`config.mk`:
```
export PLATFORM = sky130hd
export DESIGN_NAME = gpio_irq_detect
export DESIGN_NICKNAME = d
export VERILOG_FILES = /design/src/rtl/gpio_irq_pkg.sv /design/src/rtl/gpio_irq_cfg_regs.sv /design/src/rtl/gpio_irq_pin_detect.sv /design/src/rtl/gpio_irq_status.sv /design/src/rtl/gpio_irq_detect.sv
export SDC_FILE = /design/constraint.sdc
export NUM_CORES = 1
export LEC_CHECK = 0
export ABC_AREA = 0
export BUFFER_PORTS_ARGS = -buffer_cell sky130_fd_sc_hd__buf_2
export CAP_MARGIN = 20
export CORE_MARGIN = 2
export CORE_UTILIZATION = 45
export CTS_CLUSTER_DIAMETER = 200
export DETAILED_ROUTE_END_ITERATION = 7
export GPL_ROUTABILITY_DRIVEN = 0
export PLACE_DENSITY = 0.67
export SYNTH_ARGS = -nofsm -noshare
export SYNTH_HDL_FRONTEND = slang
export SYNTH_SLANG_ARGS = --single-unit
```
`constraint.sdc`:
```
create_clock -name clk -period 4.3 [get_ports clk]
set_input_delay 0.43 -clock clk [delete_from_list [all_inputs] [get_ports clk]]
set_output_delay 0.43 -clock clk [all_outputs]
set_load 0.01 [all_outputs]
```
`src/rtl/gpio_irq_pkg.sv`:
```
// Shared constants and register decode for the GPIO pin interrupt detector.
// Assumes byte offsets on an 8-bit address and one data bit per pin.
package gpio_irq_pkg;

    localparam int unsigned ADDR_W = 8;

    localparam logic [ADDR_W-1:0] OFS_MODE = 8'h00;
    localparam logic [ADDR_W-1:0] OFS_POL  = 8'h04;
    localparam logic [ADDR_W-1:0] OFS_DUAL = 8'h08;
    localparam logic [ADDR_W-1:0] OFS_STAT = 8'h0C;
    localparam logic [ADDR_W-1:0] OFS_CLR  = 8'h10;

    typedef enum logic [2:0] {
        SEL_NONE,
        SEL_MODE,
        SEL_POL,
        SEL_DUAL,
        SEL_STAT,
        SEL_CLR
    } reg_sel_e;

    // Map a byte offset onto a register selector.
    function automatic reg_sel_e decode_addr(input logic [ADDR_W-1:0] a);
        case (a)
            OFS_MODE: decode_addr = SEL_MODE;
            OFS_POL:  decode_addr = SEL_POL;
            OFS_DUAL: decode_addr = SEL_DUAL;
            OFS_STAT: decode_addr = SEL_STAT;
            OFS_CLR:  decode_addr = SEL_CLR;
            default:  decode_addr = SEL_NONE;
        endcase
    endfunction

endpackage

```
`src/rtl/gpio_irq_cfg_regs.sv`:
```
// Configuration store: per-pin sensitivity mode, polarity and dual-edge bits.
// A write through the register port loads the selected word at the clock edge.
// Assumes the selector is already decoded from the address.
module gpio_irq_cfg_regs
    import gpio_irq_pkg::*;
#(
    parameter int unsigned NUM_PINS = 32
) (
    input  logic                clk,
    input  logic                rst_n,
    input  logic                wr,
    input  reg_sel_e            sel,
    input  logic [NUM_PINS-1:0] wdata,
    output logic [NUM_PINS-1:0] mode,
    output logic [NUM_PINS-1:0] pol,
    output logic [NUM_PINS-1:0] dual
);

    localparam int unsigned NUM_CFG = 3;

    logic [NUM_CFG-1:0][NUM_PINS-1:0] cfg_q;
    logic [NUM_CFG-1:0]               hit;

    // Which configuration word the current write targets.
    always_comb begin
        hit[0] = wr && (sel == SEL_MODE);
        hit[1] = wr && (sel == SEL_POL);
        hit[2] = wr && (sel == SEL_DUAL);
    end

    for (genvar g = 0; g < NUM_CFG; g++) begin : g_cfg
        // Load one configuration word on write, clear on reset.
        always_ff @(posedge clk) begin
            if (!rst_n)      cfg_q[g] <= '0;
            else if (hit[g]) cfg_q[g] <= wdata;
        end
    end

    assign mode = cfg_q[0];
    assign pol  = cfg_q[1];
    assign dual = cfg_q[2];

    // without a write the configuration stays put.
    a_r2_cfg_stable : assert property (@(posedge clk) disable iff (!rst_n)
        !wr |=> ($stable(mode) && $stable(pol) && $stable(dual)));

endmodule

```
`src/rtl/gpio_irq_pin_detect.sv`:
```
// Per-pin event detector. Keeps each pin's level from one clock earlier.
// Edge mode: a transition selected by polarity or dual-edge is an event.
// Level mode: the active level is an event on every cycle it is present.
// Assumes pin_level is already synchronized to clk.
module gpio_irq_pin_detect #(
    parameter int unsigned NUM_PINS = 32
) (
    input  logic                clk,
    input  logic                rst_n,
    input  logic [NUM_PINS-1:0] pin_level,
    input  logic [NUM_PINS-1:0] mode,
    input  logic [NUM_PINS-1:0] pol,
    input  logic [NUM_PINS-1:0] dual,
    output logic [NUM_PINS-1:0] evt
);

    logic [NUM_PINS-1:0] prev_q;

    // Remember the previous pin level for transition detection.
    always_ff @(posedge clk) begin
        if (!rst_n) prev_q <= '0;
        else        prev_q <= pin_level;
    end

    for (genvar i = 0; i < NUM_PINS; i++) begin : g_pin
        logic rise, fall, edge_hit, level_hit;

        // Classify this pin's condition under its configuration.
        always_comb begin
            rise      = pin_level[i] && !prev_q[i];
            fall      = !pin_level[i] && prev_q[i];
            edge_hit  = dual[i] ? (rise || fall) : (pol[i] ? rise : fall);
            level_hit = pol[i] ? !pin_level[i] : pin_level[i];
            evt[i]    = mode[i] ? edge_hit : level_hit;
        end

        // an edge-mode event needs a level change since the last cycle.
        a_r3_edge_needs_change : assert property (@(posedge clk) disable iff (!rst_n)
            (mode[i] && evt[i]) |-> (pin_level[i] != prev_q[i]));
    end

endmodule

```
`src/rtl/gpio_irq_status.sv`:
```
// Pending-status register with write-one-to-clear and event priority.
// Also gates status through the interrupt and wake masks into requests.
// Assumes clr is already qualified by a write to the clear offset.
module gpio_irq_status #(
    parameter int unsigned NUM_PINS = 32
) (
    input  logic                clk,
    input  logic                rst_n,
    input  logic [NUM_PINS-1:0] evt,
    input  logic [NUM_PINS-1:0] clr,
    input  logic [NUM_PINS-1:0] irq_mask,
    input  logic [NUM_PINS-1:0] wake_mask,
    output logic [NUM_PINS-1:0] status,
    output logic                irq_req,
    output logic                wake_req
);

    logic [NUM_PINS-1:0] status_q;

    // Clear the requested bits, then let new events set theirs.
    always_ff @(posedge clk) begin
        if (!rst_n) status_q <= '0;
        else        status_q <= (status_q & ~clr) | evt;
    end

    // Merge pending bits through each mask into one request line.
    always_comb begin
        irq_req  = |(status_q & irq_mask);
        wake_req = |(status_q & wake_mask);
    end

    assign status = status_q;

    // any event in the previous cycle is pending now.
    a_r8_event_wins : assert property (@(posedge clk) disable iff (!rst_n)
        $past(rst_n) |-> ((status_q & $past(evt)) == $past(evt)));

    // a cleared bit without a coincident event reads 0.
    a_r7_clear_takes : assert property (@(posedge clk) disable iff (!rst_n)
        $past(rst_n) |-> ((status_q & $past(clr) & ~$past(evt)) == '0));

    // a status bit only drops when it was cleared.
    a_r12_drop_needs_clear : assert property (@(posedge clk) disable iff (!rst_n)
        $past(rst_n) |-> ((~status_q & $past(status_q) & ~$past(clr)) == '0));

    // no pending bit means no interrupt request.
    a_r9_irq_needs_status : assert property (@(posedge clk) disable iff (!rst_n)
        (status_q == '0) |-> !irq_req);

    // no pending bit means no wake request.
    a_r10_wake_needs_status : assert property (@(posedge clk) disable iff (!rst_n)
        (status_q == '0) |-> !wake_req);

endmodule

```
`src/rtl/gpio_irq_detect.sv`:
```
// Top of the GPIO pin interrupt detector. Decodes the register port, holds
// the configuration, detects per-pin events and keeps the pending status.
// Assumes synchronized pins and one write per cycle; reads are combinational.
module gpio_irq_detect
    import gpio_irq_pkg::*;
#(
    parameter int unsigned NUM_PINS = 32
) (
    input  logic                clk,
    input  logic                rst_n,
    input  logic [NUM_PINS-1:0] pin_level,
    input  logic [NUM_PINS-1:0] irq_mask,
    input  logic [NUM_PINS-1:0] wake_mask,
    input  logic                reg_wr,
    input  logic [ADDR_W-1:0]   reg_addr,
    input  logic [NUM_PINS-1:0] reg_wdata,
    output logic [NUM_PINS-1:0] reg_rdata,
    output logic                irq_req,
    output logic                wake_req
);

    reg_sel_e            sel;
    logic [NUM_PINS-1:0] mode, pol, dual, evt, clr_vec, status;

    // Decode the register offset and form the clear mask.
    always_comb begin
        sel     = decode_addr(reg_addr);
        clr_vec = (reg_wr && sel == SEL_CLR) ? reg_wdata : '0;
    end

    gpio_irq_cfg_regs #(.NUM_PINS(NUM_PINS)) i_cfg (
        .clk   (clk),
        .rst_n (rst_n),
        .wr    (reg_wr),
        .sel   (sel),
        .wdata (reg_wdata),
        .mode  (mode),
        .pol   (pol),
        .dual  (dual)
    );

    gpio_irq_pin_detect #(.NUM_PINS(NUM_PINS)) i_detect (
        .clk       (clk),
        .rst_n     (rst_n),
        .pin_level (pin_level),
        .mode      (mode),
        .pol       (pol),
        .dual      (dual),
        .evt       (evt)
    );

    gpio_irq_status #(.NUM_PINS(NUM_PINS)) i_status (
        .clk       (clk),
        .rst_n     (rst_n),
        .evt       (evt),
        .clr       (clr_vec),
        .irq_mask  (irq_mask),
        .wake_mask (wake_mask),
        .status    (status),
        .irq_req   (irq_req),
        .wake_req  (wake_req)
    );

    // Select the read word; clear and unmapped offsets read as zero.
    always_comb begin
        case (sel)
            SEL_MODE: reg_rdata = mode;
            SEL_POL:  reg_rdata = pol;
            SEL_DUAL: reg_rdata = dual;
            SEL_STAT: reg_rdata = status;
            default:  reg_rdata = '0;
        endcase
    end

endmodule

```
# Yosys cells after proc, flatten, opt, wreduce, memory -nomap -nowiden
# Cells that the tools add are included.
[word_totals]
elab_cells = 317
ram_bits = 0
output_inout_bits = 34
latchBits = 0
mem_count = 0
rom_bits = 0
ff_bits = 160
[classes]
n_mux = 131
bitwise = 5
n_reduce_logical = 167
multipliers = 0
n_addsub = 0
order_cmp = 0
shift = 0
n_div = 0
n_eq_ne = 9
[op_table]
columns = ["op", "n"]
rows = [
  ["1-bit 2-to-1 mux", 128],
  ["32-bit case mux with 4 select lines", 1],
  ["32-bit bitwise AND", 3],
  ["1-bit logical AND", 68],
  ["1-bit zero test", 64],
  ["32-bit OR reduction", 2],
  ["1-bit logical OR", 32],
  ["32-bit 2-to-1 mux", 1],
  ["32-bit NOT", 1],
  ["32-bit bitwise OR", 1],
  ["8-bit by 4-bit == test with 1-bit output, second input constant", 2],
  ["3-bit case mux with 5 select lines", 1],
  ["8-bit by 3-bit == test with 1-bit output, second input constant", 1],
  ["8-bit by 5-bit == test with 1-bit output, second input constant", 1],
  ["8-bit zero test", 1],
  ["3-bit by 2-bit == test with 1-bit output, second input constant", 2],
  ["3-bit == test, second input constant", 2],
  ["3-bit by 1-bit == test with 1-bit output, second input constant", 1],
]

# Longest topological paths before layout
[depth]
word_depth = 8
mapped_depth = 6
mapped_depth_nobuf = 5

# Modules after synthesis
# Synthesis repeated with hierarchy kept, for this count alone.
[hier_totals]
cells_unflattened = 1020
hier_area_um2 = 9515.4
[modules_own_cells]
columns = ["mod", "cells_each", "n_inst", "seq_area_each_um2", "area_each_um2"]
rows = [
  ["gpio_irq_cfg_regs", 348, 1, 1921.8, 3547.2],
  ["gpio_irq_pin_detect", 355, 1, 640.6, 3334.4],
  ["gpio_irq_status", 141, 1, 640.6, 1400.1],
  ["gpio_irq_detect", 176, 1, 0.0, 1233.7],
]

# Worst setup path before layout
# Ideal clock, no wire load.
[synth_path]
kind = "in2out"
start = "input reg_addr[3]"
end = "output reg_rdata[10]"
arrival_ns = 1.632
cell_stages = 5
required_ns = 3.870
setup_slack_ns = 2.238
path_cell_list = "buf_4 > buf_1 > mux2i_1 > nor3_2 > a221o_1"
[synth_between]
elab_chain_cells = 4
word_cells_on_any_way = 11
[synth_rtl]
columns = ["element", "line", "source"]
rows = [
  ["start: declaration", "gpio_irq_detect.sv:15", "input logic [ADDR_W-1:0] reg_addr,"],
  ["8-bit by 5-bit == test with 1-bit output, or another cell as far along", "gpio_irq_pkg.sv:24", "case (a)"],
  ["3-bit case mux with 5 select lines *", "gpio_irq_pkg.sv:24", ""],
  ["3-bit == test, or another cell as far along", "gpio_irq_detect.sv:66", "case (sel)"],
  ["32-bit case mux with 4 select lines *", "gpio_irq_detect.sv:66", ""],
  ["end: declaration", "gpio_irq_detect.sv:17", "output logic [NUM_PINS-1:0] reg_rdata,"],
]
# Mark *: on every way between the ends. The rest lies on a longest branch, timed or not.

# Final worst setup path
[layout_path]
start = "input reg_addr[7]"
end = "output reg_rdata[9]"
# Same word-level chain as after synthesis.

==> impl_metrics.ini <==
[outcome]
status = finished clean

[synth]
syn_inst = 1048
yosys_warnings = 0
synth_compound_area_frac = 0.1136
synthAdderAreaFrac = 0.08418
async_reset_ff_frac = 0
avgSynthCellArea_um2 = 9.077
synth_mux_area_frac = 0.1726
ys_seq_elements = 160
synth_edf_count = 0
mappedNetlistNets = 1251
synth_area_um2 = 9513
synthSimpleGateAreaFrac = 0.2061
yosysUniqueCellTypes = 32
synth_xor_xnor_area_share = 0.02946
yosysSeqAreaShare = 0.3367
synth_top_family_by_area = simple AND/OR/NAND/NOR gates
synthFlopType = dfxtp_1

[setup_path]
crit_path_start_kind = input pin
critical_path.max_fanout = 16
cp.arrival_ns = 2.70
criticalPathCategory = input pin to output port
critPathCaptureType = output port
cp.required_ns = 3.87

[placement]
port_buffers = 172
dp_hpwl_um = 20130

[sta]
fmax_mhz = 319.3
maxSlewViolCount = 0
skew_ns = 0.008576
hold_viol = 0
period_share = 0.7284
setup_viol = 0
grt_setup_unrepaired = false
layout_min_cycle_time_ns = 3.132
max-slew-margin-rel = 0.2485
setup_tns_ns = 0
worstMarginPinSlew_ns = 1.127
whs_ns = 0.2592

[final_layout]
final_common_cell = buf_2
drive_above_1_share = 0.2417
syn_to_final_growth_pct = 17.09
num_antenna_cells = 0
fin_nets = 1394
layout_common_cells = 171 x buf_2, 160 x nand2_1, 160 x dfxtp_1

[detailed_routing]
drtIter0Drc = 542
first_pass_iters = 5
viasPerCell = 5.581
drt_wl_total_um = 28000
vias = 8254
wl_per_cell_um = 18.93
drc = 0
drtAntennaViolNets = 0

[floorplanning]
core-area_um2 = 20890
die_h_um = 149.4
start_util = 0.4554
num_io_pins = 173
die_width_um = 149.4
die-area_um2 = 22320
std_cell_rows = 53

[clock_network]
cts_root_buf = clkbuf_16
cts_hold_buf = 0
htreeDepth = 4
clockBufferDepth = 2
post_cts_resized = 0
clock_sinks = 160
cts_made_buffers = 17
cts_setup_buffers = 0
cts_tree = yes
worstSkewPairLatency_ns = 0.43
clkTransAtPathRegs_ns = 0.07

[grt]
grt_use_total = 0.2525
grt_max_degree = 91
grt-ovfl-total = 0
antenna_found_initial = 0
grt_pass1_wl_um = 43480
grt_pass1_vias = 7942

[pwr]
power.total_mw = 3.454
leakage_nw = 5.459
irDropWorstVdd_mv = 0.2604
power.density_nw_per_um2 = 310.1

[run]
maxCapViolCount = 0

[worst_hold_path]
hold_path_class = input pin to flip-flop
-- per-stage QoR --
step                      worst slack [ns]  utilization  area [um^2]  instances
final                                1.168       0.5332        11140       1479
after global routing                 1.051       0.5332        11140       1479
after CTS                            1.228       0.5332        11140       1479
after detailed placement             1.228       0.5055        10560       1447
after global placement               1.283       0.5055        10560       1447
after floorplan                      2.238            -         9513       1048
-- cell type report --
class,instances,area (um^2)
Tap cell,275,344.1
Inverter,64,240.2
Fill cell,1926,9751
Clock inverter,13,125.1
Multi-Input combinational cell,761,5781
Clock buffer,19,452.9
Sequential cell,160,3203
Timing Repair Buffer,187,992.2
-- registers in the layout (all words and copies together) (netlist names) --
| register | count |
|---|---|
| i_cfg.mode | 32 |
| i_detect.prev_q | 32 |
| i_cfg.dual | 32 |
| i_status.status | 32 |
| i_cfg.pol | 32 |
-- layer usage --
metal / GRT usage / wire (um) / vias to the layer above
met1: 0.3437 / 12720 / 3934
met4: 0.07810 / 597 / 0
met2: 0.4089 / 12930 / 270
li1: - / - / 4005
met3: 0.04251 / 1749 / 45
met5: 0 / 0 / -
-- critical path: stages --
cell and delay (ns):
buf_2 0.12, nor4_4 0.69, buf_4 0.27, and2_1 0.48, buf_4 0.36, a221o_1 0.20, buf_2 0.13
-- where the power goes --
group / internal [mW] / total [mW] / switching (mW)
Combinational: 0.155 / 0.368 / 0.213
Sequential: 1.53 / 1.59 / 0.0646
Clock: 0.838 / 1.49 / 0.656
-- worst paths after layout --
kind / from / end / slack [ns] / depth (start not counted)
setup / recovery: reg_addr[7] / reg_rdata[9] / 1.17 / 7
hold / removal: pin_level[7] / i_detect.prev_q[7]$_SDFF_PN0_ / 0.26 / 2
setup reg to reg: i_detect.prev_q[26]$_SDFF_PN0_ / i_status.status[26]$_SDFF_PN0_ / 3.10 / 5
hold reg to reg: i_cfg.dual[6]$_SDFFE_PN0P_ / i_cfg.dual[6]$_SDFFE_PN0P_ / 0.49 / 2
-- kinds of logic (layout without fill, tap and decap cells) --
family	after synthesis	in the layout
DFF	160	160
and+or+nand+nor	345	345
xor gates and xnor gates	32	32
muxes	160	160
AOI/OAI and AO/OA	160	160
buffers and inverters	127	283
adders and majority gates	64	64
-- Yosys cell counts (2+ instances only) --
master / count / share of area
a22oi_1: 32 / 0.025
nand3_1: 32 / 0.017
buf_2: 16 / 0.0084
and4_1: 30 / 0.028
a221o_1: 32 / 0.034
o22ai_1: 32 / 0.021
xor2_1: 32 / 0.029
nand2b_1: 32 / 0.021
nand2_1: 160 / 0.063
nor3_2: 30 / 0.032
or4_1: 3 / 0.0024
o21ai_0: 64 / 0.034
clkbuf_1: 36 / 0.014
mux2i_1: 128 / 0.13
nor4_4: 2 / 0.0045
nor2b_1: 2 / 0.0013
dfxtp_1: 160 / 0.34
and4_2: 2 / 0.0021
nor3_1: 2 / 0.0011
nand4_1: 8 / 0.0053
buf_6: 6 / 0.0071
buf_1: 4 / 0.0016
mux2_2: 32 / 0.038
nand4_2: 3 / 0.0039
ha_1: 64 / 0.084
nor2_1: 3 / 0.0012
and2_1: 33 / 0.022
inv_1: 64 / 0.025
(Power assumes the default switching activity.)
